**src/rtl/shim_pkg.sv**
```systemverilog
package shim_pkg;

    // Interface widths
    localparam int SHIM_ADDR_W = 14;
    localparam int SHIM_BA_W   = 2;
    localparam int SHIM_REG_W  = 8;

    // Field positions inside the control register
    localparam int CTL_ARM_BIT = 7;
    localparam int CTL_BA_HI   = 6;
    localparam int CTL_BA_LO   = 5;
    localparam int CTL_A10_BIT = 2;

    // Address bit fed by the control register
    localparam int HI_ADDR_POS = 10;

    typedef struct packed {
        logic cs_n;
        logic ras_n;
        logic cas_n;
        logic we_n;
    } cmd_pins_t;

    typedef enum logic [1:0] {
        CMD_PASS = 2'd0,
        CMD_LMR  = 2'd1,
        CMD_PRE  = 2'd2
    } cmd_kind_e;

    // Only the fields that drive outputs are kept
    typedef struct packed {
        logic                  arm;
        logic [SHIM_BA_W-1:0]  bank;
        logic                  a10;
        logic [SHIM_REG_W-1:0] low;
    } ovr_regs_t;

endpackage

```
**src/rtl/shim_cmd_decode.sv**
```systemverilog
module shim_cmd_decode
    import shim_pkg::*;
(
    input  cmd_pins_t cmd,
    output cmd_kind_e kind
);

    always_comb begin
        kind = CMD_PASS;
        if (!cmd.cs_n && !cmd.ras_n && !cmd.we_n) begin
            if (!cmd.cas_n) begin
                kind = CMD_LMR;
            end else begin
                kind = CMD_PRE;
            end
        end
    end

endmodule

```
**src/rtl/shim_regs.sv**
```systemverilog
module shim_regs
    import shim_pkg::*;
#(
    parameter int REG_W = SHIM_REG_W
) (
    input  logic             clk,
    input  logic             rst_n,
    input  logic             wr_en,
    input  logic             wr_sel,
    input  logic [REG_W-1:0] wr_data,
    output ovr_regs_t        regs_q
);

    ovr_regs_t regs_d;

    always_comb begin
        regs_d = regs_q;
        if (wr_en) begin
            if (wr_sel) begin
                regs_d.arm  = wr_data[CTL_ARM_BIT];
                regs_d.bank = wr_data[CTL_BA_HI:CTL_BA_LO];
                regs_d.a10  = wr_data[CTL_A10_BIT];
            end else begin
                regs_d.low  = wr_data;
            end
        end
    end

    always_ff @(posedge clk) begin
        if (!rst_n) begin
            regs_q <= '0;
        end else begin
            regs_q <= regs_d;
        end
    end

endmodule

```
**src/rtl/shim_addr_mux.sv**
```systemverilog
module shim_addr_mux
    import shim_pkg::*;
#(
    parameter int ADDR_W = SHIM_ADDR_W,
    parameter int BA_W   = SHIM_BA_W,
    parameter int LOW_W  = SHIM_REG_W
) (
    input  ovr_regs_t         regs,
    input  cmd_kind_e         kind,
    input  logic [BA_W-1:0]   ba_in,
    input  logic [ADDR_W-1:0] addr_in,
    output logic [BA_W-1:0]   ba_sel,
    output logic [ADDR_W-1:0] addr_sel
);

    logic              take;
    logic [ADDR_W-1:0] ovr_addr;

    // Each address bit takes its override source from its position
    for (genvar i = 0; i < ADDR_W; i++) begin : g_bit
        if (i < LOW_W) begin : g_low
            assign ovr_addr[i] = regs.low[i];
        end else if (i == HI_ADDR_POS) begin : g_a10
            assign ovr_addr[i] = regs.a10;
        end else begin : g_zero
            assign ovr_addr[i] = 1'b0;
        end
    end

    always_comb begin
        take     = regs.arm && (kind != CMD_PASS);
        ba_sel   = take ? regs.bank : ba_in;
        addr_sel = take ? ovr_addr  : addr_in;
    end

endmodule

```
**src/rtl/shim_out_stage.sv**
```systemverilog
module shim_out_stage
    import shim_pkg::*;
#(
    parameter int ADDR_W = SHIM_ADDR_W,
    parameter int BA_W   = SHIM_BA_W
) (
    input  logic              clk,
    input  logic              rst_n,
    input  cmd_pins_t         cmd_in,
    input  logic [BA_W-1:0]   ba_in,
    input  logic [ADDR_W-1:0] addr_in,
    output cmd_pins_t         cmd_out,
    output logic [BA_W-1:0]   ba_out,
    output logic [ADDR_W-1:0] addr_out
);

    typedef struct packed {
        cmd_pins_t         cmd;
        logic [BA_W-1:0]   ba;
        logic [ADDR_W-1:0] addr;
    } out_t;

    localparam out_t OUT_IDLE = '{cmd: '{1'b1, 1'b1, 1'b1, 1'b1}, ba: '0, addr: '0};

    out_t out_d;
    out_t out_q;

    always_comb begin
        out_d.cmd  = cmd_in;
        out_d.ba   = ba_in;
        out_d.addr = addr_in;
    end

    always_ff @(posedge clk) begin
        if (!rst_n) begin
            out_q <= OUT_IDLE;
        end else begin
            out_q <= out_d;
        end
    end

    assign cmd_out  = out_q.cmd;
    assign ba_out   = out_q.ba;
    assign addr_out = out_q.addr;

endmodule

```
**src/rtl/mr_addr_shim.sv**
```systemverilog
module mr_addr_shim
    import shim_pkg::*;
#(
    parameter int ADDR_W = SHIM_ADDR_W,
    parameter int BA_W   = SHIM_BA_W,
    parameter int REG_W  = SHIM_REG_W
) (
    input  logic              clk,
    input  logic              rst_n,
    input  logic              host_we,
    input  logic              host_sel,
    input  logic [REG_W-1:0]  host_wdata,
    input  logic              cs_n_i,
    input  logic              ras_n_i,
    input  logic              cas_n_i,
    input  logic              we_n_i,
    input  logic [BA_W-1:0]   ba_i,
    input  logic [ADDR_W-1:0] addr_i,
    output logic              cs_n_o,
    output logic              ras_n_o,
    output logic              cas_n_o,
    output logic              we_n_o,
    output logic [BA_W-1:0]   ba_o,
    output logic [ADDR_W-1:0] addr_o
);

    cmd_pins_t         cmd_in;
    cmd_pins_t         cmd_out;
    cmd_kind_e         kind;
    ovr_regs_t         regs_q;
    logic [BA_W-1:0]   ba_sel;
    logic [ADDR_W-1:0] addr_sel;

    assign cmd_in = '{cs_n: cs_n_i, ras_n: ras_n_i, cas_n: cas_n_i, we_n: we_n_i};

    shim_regs #(.REG_W(REG_W)) u_regs (
        .clk     (clk),
        .rst_n   (rst_n),
        .wr_en   (host_we),
        .wr_sel  (host_sel),
        .wr_data (host_wdata),
        .regs_q  (regs_q)
    );

    shim_cmd_decode u_dec (
        .cmd  (cmd_in),
        .kind (kind)
    );

    shim_addr_mux #(.ADDR_W(ADDR_W), .BA_W(BA_W), .LOW_W(REG_W)) u_mux (
        .regs     (regs_q),
        .kind     (kind),
        .ba_in    (ba_i),
        .addr_in  (addr_i),
        .ba_sel   (ba_sel),
        .addr_sel (addr_sel)
    );

    shim_out_stage #(.ADDR_W(ADDR_W), .BA_W(BA_W)) u_out (
        .clk      (clk),
        .rst_n    (rst_n),
        .cmd_in   (cmd_in),
        .ba_in    (ba_sel),
        .addr_in  (addr_sel),
        .cmd_out  (cmd_out),
        .ba_out   (ba_o),
        .addr_out (addr_o)
    );

    assign cs_n_o  = cmd_out.cs_n;
    assign ras_n_o = cmd_out.ras_n;
    assign cas_n_o = cmd_out.cas_n;
    assign we_n_o  = cmd_out.we_n;

endmodule

```
**config.mk**
```make
export PLATFORM = sky130hd
export DESIGN_NAME = mr_addr_shim
export DESIGN_NICKNAME = d
export VERILOG_FILES = /design/src/rtl/shim_pkg.sv /design/src/rtl/shim_cmd_decode.sv /design/src/rtl/shim_regs.sv /design/src/rtl/shim_addr_mux.sv /design/src/rtl/shim_out_stage.sv /design/src/rtl/mr_addr_shim.sv
export SDC_FILE = /design/constraint.sdc
export NUM_CORES = 1
export LEC_CHECK = 0
export ABC_AREA = 1
export BUFFER_PORTS_ARGS = -buffer_cell sky130_fd_sc_hd__buf_2
export CAP_MARGIN = 10
export CORE_MARGIN = 3
export CORE_UTILIZATION = 39
export CTS_CLUSTER_DIAMETER = 200
export CTS_CLUSTER_SIZE = 12
export DETAILED_ROUTE_END_ITERATION = 10
export PLACE_DENSITY = 0.68
export SYNTH_ARGS = -nofsm -noshare
export SYNTH_HDL_FRONTEND = slang
export SYNTH_SLANG_ARGS = --single-unit
export TNS_END_PERCENT = 1
```
**constraint.sdc**
```tcl
create_clock -name clk -period 1.7 [get_ports clk]
set_input_delay 0.34 -clock clk [delete_from_list [all_inputs] [get_ports clk]]
set_output_delay 0.34 -clock clk [all_outputs]
set_load 0.005 [all_outputs]
```
# [Word-level counts from Yosys, hierarchy flattened]
# Index checks and enable logic that the tools add are counted.
[word_totals] ff_bits=32 latchBits=0 mem_bits_rw=0 mem_bits_ro=0 in_bits=32 output_inout_bits=20 memories=0
[op_classes] add_sub_neg=0 mul=0 n_div=0 magnitude_cmp=0 eq_ne=0 shifts=0 n_mux=4 bitwise=2 reduce_logical=10
[ops] operator="$mux W11" n=1
[ops] operator="$mux W2" n=3
[ops] operator="$reduce_and A2 Y1" n=2
[ops] operator="$logic_and A1 B1 Y1" n=3
[ops] operator="$logic_not A1 Y1" n=3
[ops] operator="$not A1 Y1" n=2
[ops] operator="$reduce_bool A2 Y1" n=1
[ops] operator="$reduce_or A2 Y1" n=1

# [Logic depth before layout (Yosys ltp)]
[logic_depth] depth_word=7 mapped_depth=6

# [Cells and area by module]
# Synthesis repeated with hierarchy kept, for this count alone.
[unflattened] cells_unflattened=189 area_unflattened_um2=1301.2
[by_module_without_submodules] module="shim_out_stage" n_inst=1 cells_each=62 area_each_um2=573.0
[by_module_without_submodules] module="shim_regs" n_inst=1 cells_each=70 area_each_um2=483.0
[by_module_without_submodules] module="shim_addr_mux" n_inst=1 cells_each=51 area_each_um2=222.7
[by_module_without_submodules] module="shim_cmd_decode" n_inst=1 cells_each=6 area_each_um2=22.5

# [Worst setup path before layout]
# Ideal clock, no wire load.
[synth_timing] kind="input -> register" start="input port ras_n_i" end="register u_out.out_q (netlist bit u_out.addr_out[2])" setup_ns=0.116 arrival_ns=0.783 slack_ns=0.801 cell_stages=5 path_cell_list="nor2_4 -> buf_6 -> nand3_1 -> nand2_1 -> nor2_2"
[synth_via] elab_chain_len=7
[synth_rtl] item="from (decl)" line_no="mr_addr_shim.sv:14" rtl="input logic ras_n_i,"
[synth_rtl] item="$logic_not A1 Y1" line_no="shim_cmd_decode.sv:10" rtl="if (!cmd.cs_n && !cmd.ras_n && !cmd.we_n) begin"
[synth_rtl] item="$logic_and A1 B1 Y1 (2 in series)" line_no="shim_cmd_decode.sv:10"
[synth_rtl] item="$mux W2" line_no="shim_cmd_decode.sv:10"
[synth_rtl] item="$reduce_bool A2 Y1" line_no="shim_addr_mux.sv:31" rtl="take = regs.arm && (kind != CMD_PASS);"
[synth_rtl] item="$logic_and A1 B1 Y1" line_no="shim_addr_mux.sv:31"
[synth_rtl] item="$mux W11" line_no="shim_addr_mux.sv:33" rtl="addr_sel = take ? ovr_addr : addr_in;"
[synth_rtl] item="to (signal assigned)" line_no="shim_out_stage.sv:38" rtl="out_q <= out_d;"
[synth_rtl] item="to (decl)" line_no="shim_out_stage.sv:26" rtl="out_t out_q;"
# Every way passes these cells.
# A chain may end at the register's enable or synchronous reset.

# [Final worst setup path]
[layout_timing] start="register, netlist name u_regs.regs_q[11]" end="register u_out.out_q (netlist bit u_out.addr_out[8])"
[layout_via] elab_chain_len=2
[layout_rtl] item="$logic_and A1 B1 Y1" line_no="shim_addr_mux.sv:31"
[layout_rtl] item="$reduce_or A2 Y1 (no line)"
# Every way passes these cells.

==> results by group <==
STA
  – Final clock period utilization by the worst path: 0.697
  – Hold WS: 0.197 ns
  – Final WS setup: 0.515 ns
  – Max_slew headroom: 0.671
  – RSZ-0062 raised after global routing: no
  – Final TNS setup: 0 ns
  – Worst Skew: 0.00966 ns
  – Final setup viols: 0
  – Fin. max-slew vios: 0
  – Min Tclk post-route: about 1.2 ns
  – Final hold violations: 0
  – Fmax: 844 MHz
  – Worst Tran Pin Value: 0.492 ns

Clock network
  – Root buffer cell: clkbuf_4
  – Cts bufs inserted: 5
  – CTS tree: done
  – Clock sink count: 32
  – CTS Hold Bufs: 0
  – Post-CTS resize count: 0
  – Worst-Skew Late Latency: 0.32 ns
  – Setup Fix Bufs, Post-CTS: 0
  – CTS Buffer Depth: 2
  – Worst-path clk slew: 0.09 ns
  – H-tree depth: 2

Floorplan
  – IO Pins: 52
  – Initial Util: 0.424
  – Site Rows: 19
  – Die outline width: between 60 and 70 um
  – Die area: 0.00380 mm2
  – Core area: 0.00285 mm2
  – Die height: 61.7 um

Global route
  – Largest net degree at the start of global routing: 26
  – GRT Total Usage: 0.130
  – Number of global-route vias before repair: 815
  – First-pass GRT wire length: ~3600 um
  – Global route overflow: 0
  – Initial antenna violation count: 0

Setup path
  – CP max FO: 23
  – CP Capture Type: flip-flop
  – CP Class: flip-flop to flip-flop
  – R2R setup slack: 0.51 ns
  – Nature of the critical path startpoint: flip-flop
  – Worst Path Arrival: 1.40 ns
  – WP data required: 1.91 ns

Route
  – 1st-iter DRT viols: 17
  – Routed Antenna Nets: 0
  – Number of remaining DRC errors: 0
  – TritonRoute pass-1 iters: 4
  – Via/cell ratio: 4.41
  – Vias: 1,028
  – Drt wl/cell: between 10 and 15 um
  – Final WL: 2410 um

Placement
  – Port bufs: 51
  – RePlAce Congestion: 0.752
  – Setup WS pre-CTS: between 0.3 and 0.4 ns
  – Post-DP HPWL: 1800 um

Final layout
  – Antenna Cells: 0
  – Nets: 233
  – Share of post-route cells with drive strength above 1: 0.342
  – Post-layout util: 0.526
  – P&R area growth vs syn: 24.2%
  – Fill count: around 290

Status
  – Outcome: finished clean

Synth
  – Dominant cells by area after synthesis: dfxtp_1 (53%), nor2_1 (9.3%), a21oi_1 (5.0%), inv_1 (5.0%), nand3_1 (4.6%)
  – Commonest cells post-synth: dfxtp_1 (32), nor2_1 (30), inv_1 (16), nand2_1 (14), a21oi_1 (12)
  – Count leader, synth: dfxtp_1
  – Post-synth ARST share: 0
  – Synth Cell Area: roughly 0.0012 mm2
  – Number of synthesized register bits: 32
  – Register area share after synthesis: 0.530
  – Syn Inst Count: 149
  – Primary FF master, synth: dfxtp_1
  – Post-synth EDFFs: 0
  – Synth warnings: 0
  – Netlist cell types: 16
  – Syn Nets: 181
  – Leading area contributor after synthesis: dfxtp_1
  – Mapped Avg Cell Area: 8.11 um2
  – Synth top area share: 0.530

Pwr
  – VDD IR max: 0.526 mV
  – Power Total: 1.42 mW
  – Leakage power: 0.737 nW
  – Power density over the cells: 943 mW/mm2

Min path
  – Min-delay worst type: input pin to flip-flop

Job
  – Max cap viols: 0
## routing by layer
layer | track usage | share of wire
met1 | 0.174 | 0.46
met2 | 0.167 | 0.44
met3 | 0.0587 | 0.083
met4 | 0.0818 | 0.020
met5 | 0 | 0
## final cells by class
cell class                 count  area [um2]  area share
sequential                    32         641       0.427
multi-input combinational     91         433       0.288
timing repair buffer          51         255       0.170
clock buffer                   8        58.8      0.0392
tap                           31        38.8      0.0258
inverter                      20        75.1      0.0500
## cell families (layout without fill, tap and decap cells)
kind of cell / count (synthesis) / after routing / share of synthesized area
simple gates: 64 / 64 / 0.237
flops: 32 / 32 / 0.530
compound gates: 27 / 27 / 0.121
buf+inv: 26 / 79 / 0.112
## metrics by stage
stage	instances	area [um2]
final	233	1500
after global routing	233	1500
after CTS	233	1500
after detailed placement	225	1440
after global placement	225	1440
after floorplan	149	1210
## path summary, 6_finish.rpt
check	cells past startpoint	to	start
worst max register to register	5	u_out.addr_out[8]	u_regs.regs_q[11]
worst min register to register	2	u_regs.regs_q[9]	u_regs.regs_q[9]
worst max-delay path	5	u_out.addr_out[8]	u_regs.regs_q[11]
worst min-delay path	2	u_out.cmd_out[1]	cas_n_i
## state kept, by name, indices dropped and copies added (netlist names)
| register | cells |
|---|---|
| u_out.addr_out | 14 |
| u_out.ba_out | 2 |
| u_out.cmd_out | 4 |
| u_regs.regs_q | 12 |
## report_power, final
group	leakage (nW)	internal [mW]	switching (mW)
clock	0.0326	0.204	0.228
combinational	0.439	0.0782	0.0965
sequential	0.266	0.795	0.0134
## critical path, cell delays in order (launching register included)
cell	delay, ns
dfxtp_1	0.33
inv_2	0.05
nor2_4	0.39
nand2_1	0.09
nand2_1	0.16
nor2_1	0.06
## placed cells by master, fill, tap and decap left out, drive strengths merged
cell type	Yosys	routed
a21oi	15	15
o21ai	12	12
dfxtp	32	32
nor2	34	34
or2	4	4
nand3	11	11
inv	20	20
clkbuf	0	8
buf	6	51
nand2	15	15
(Power assumes the default switching activity.)
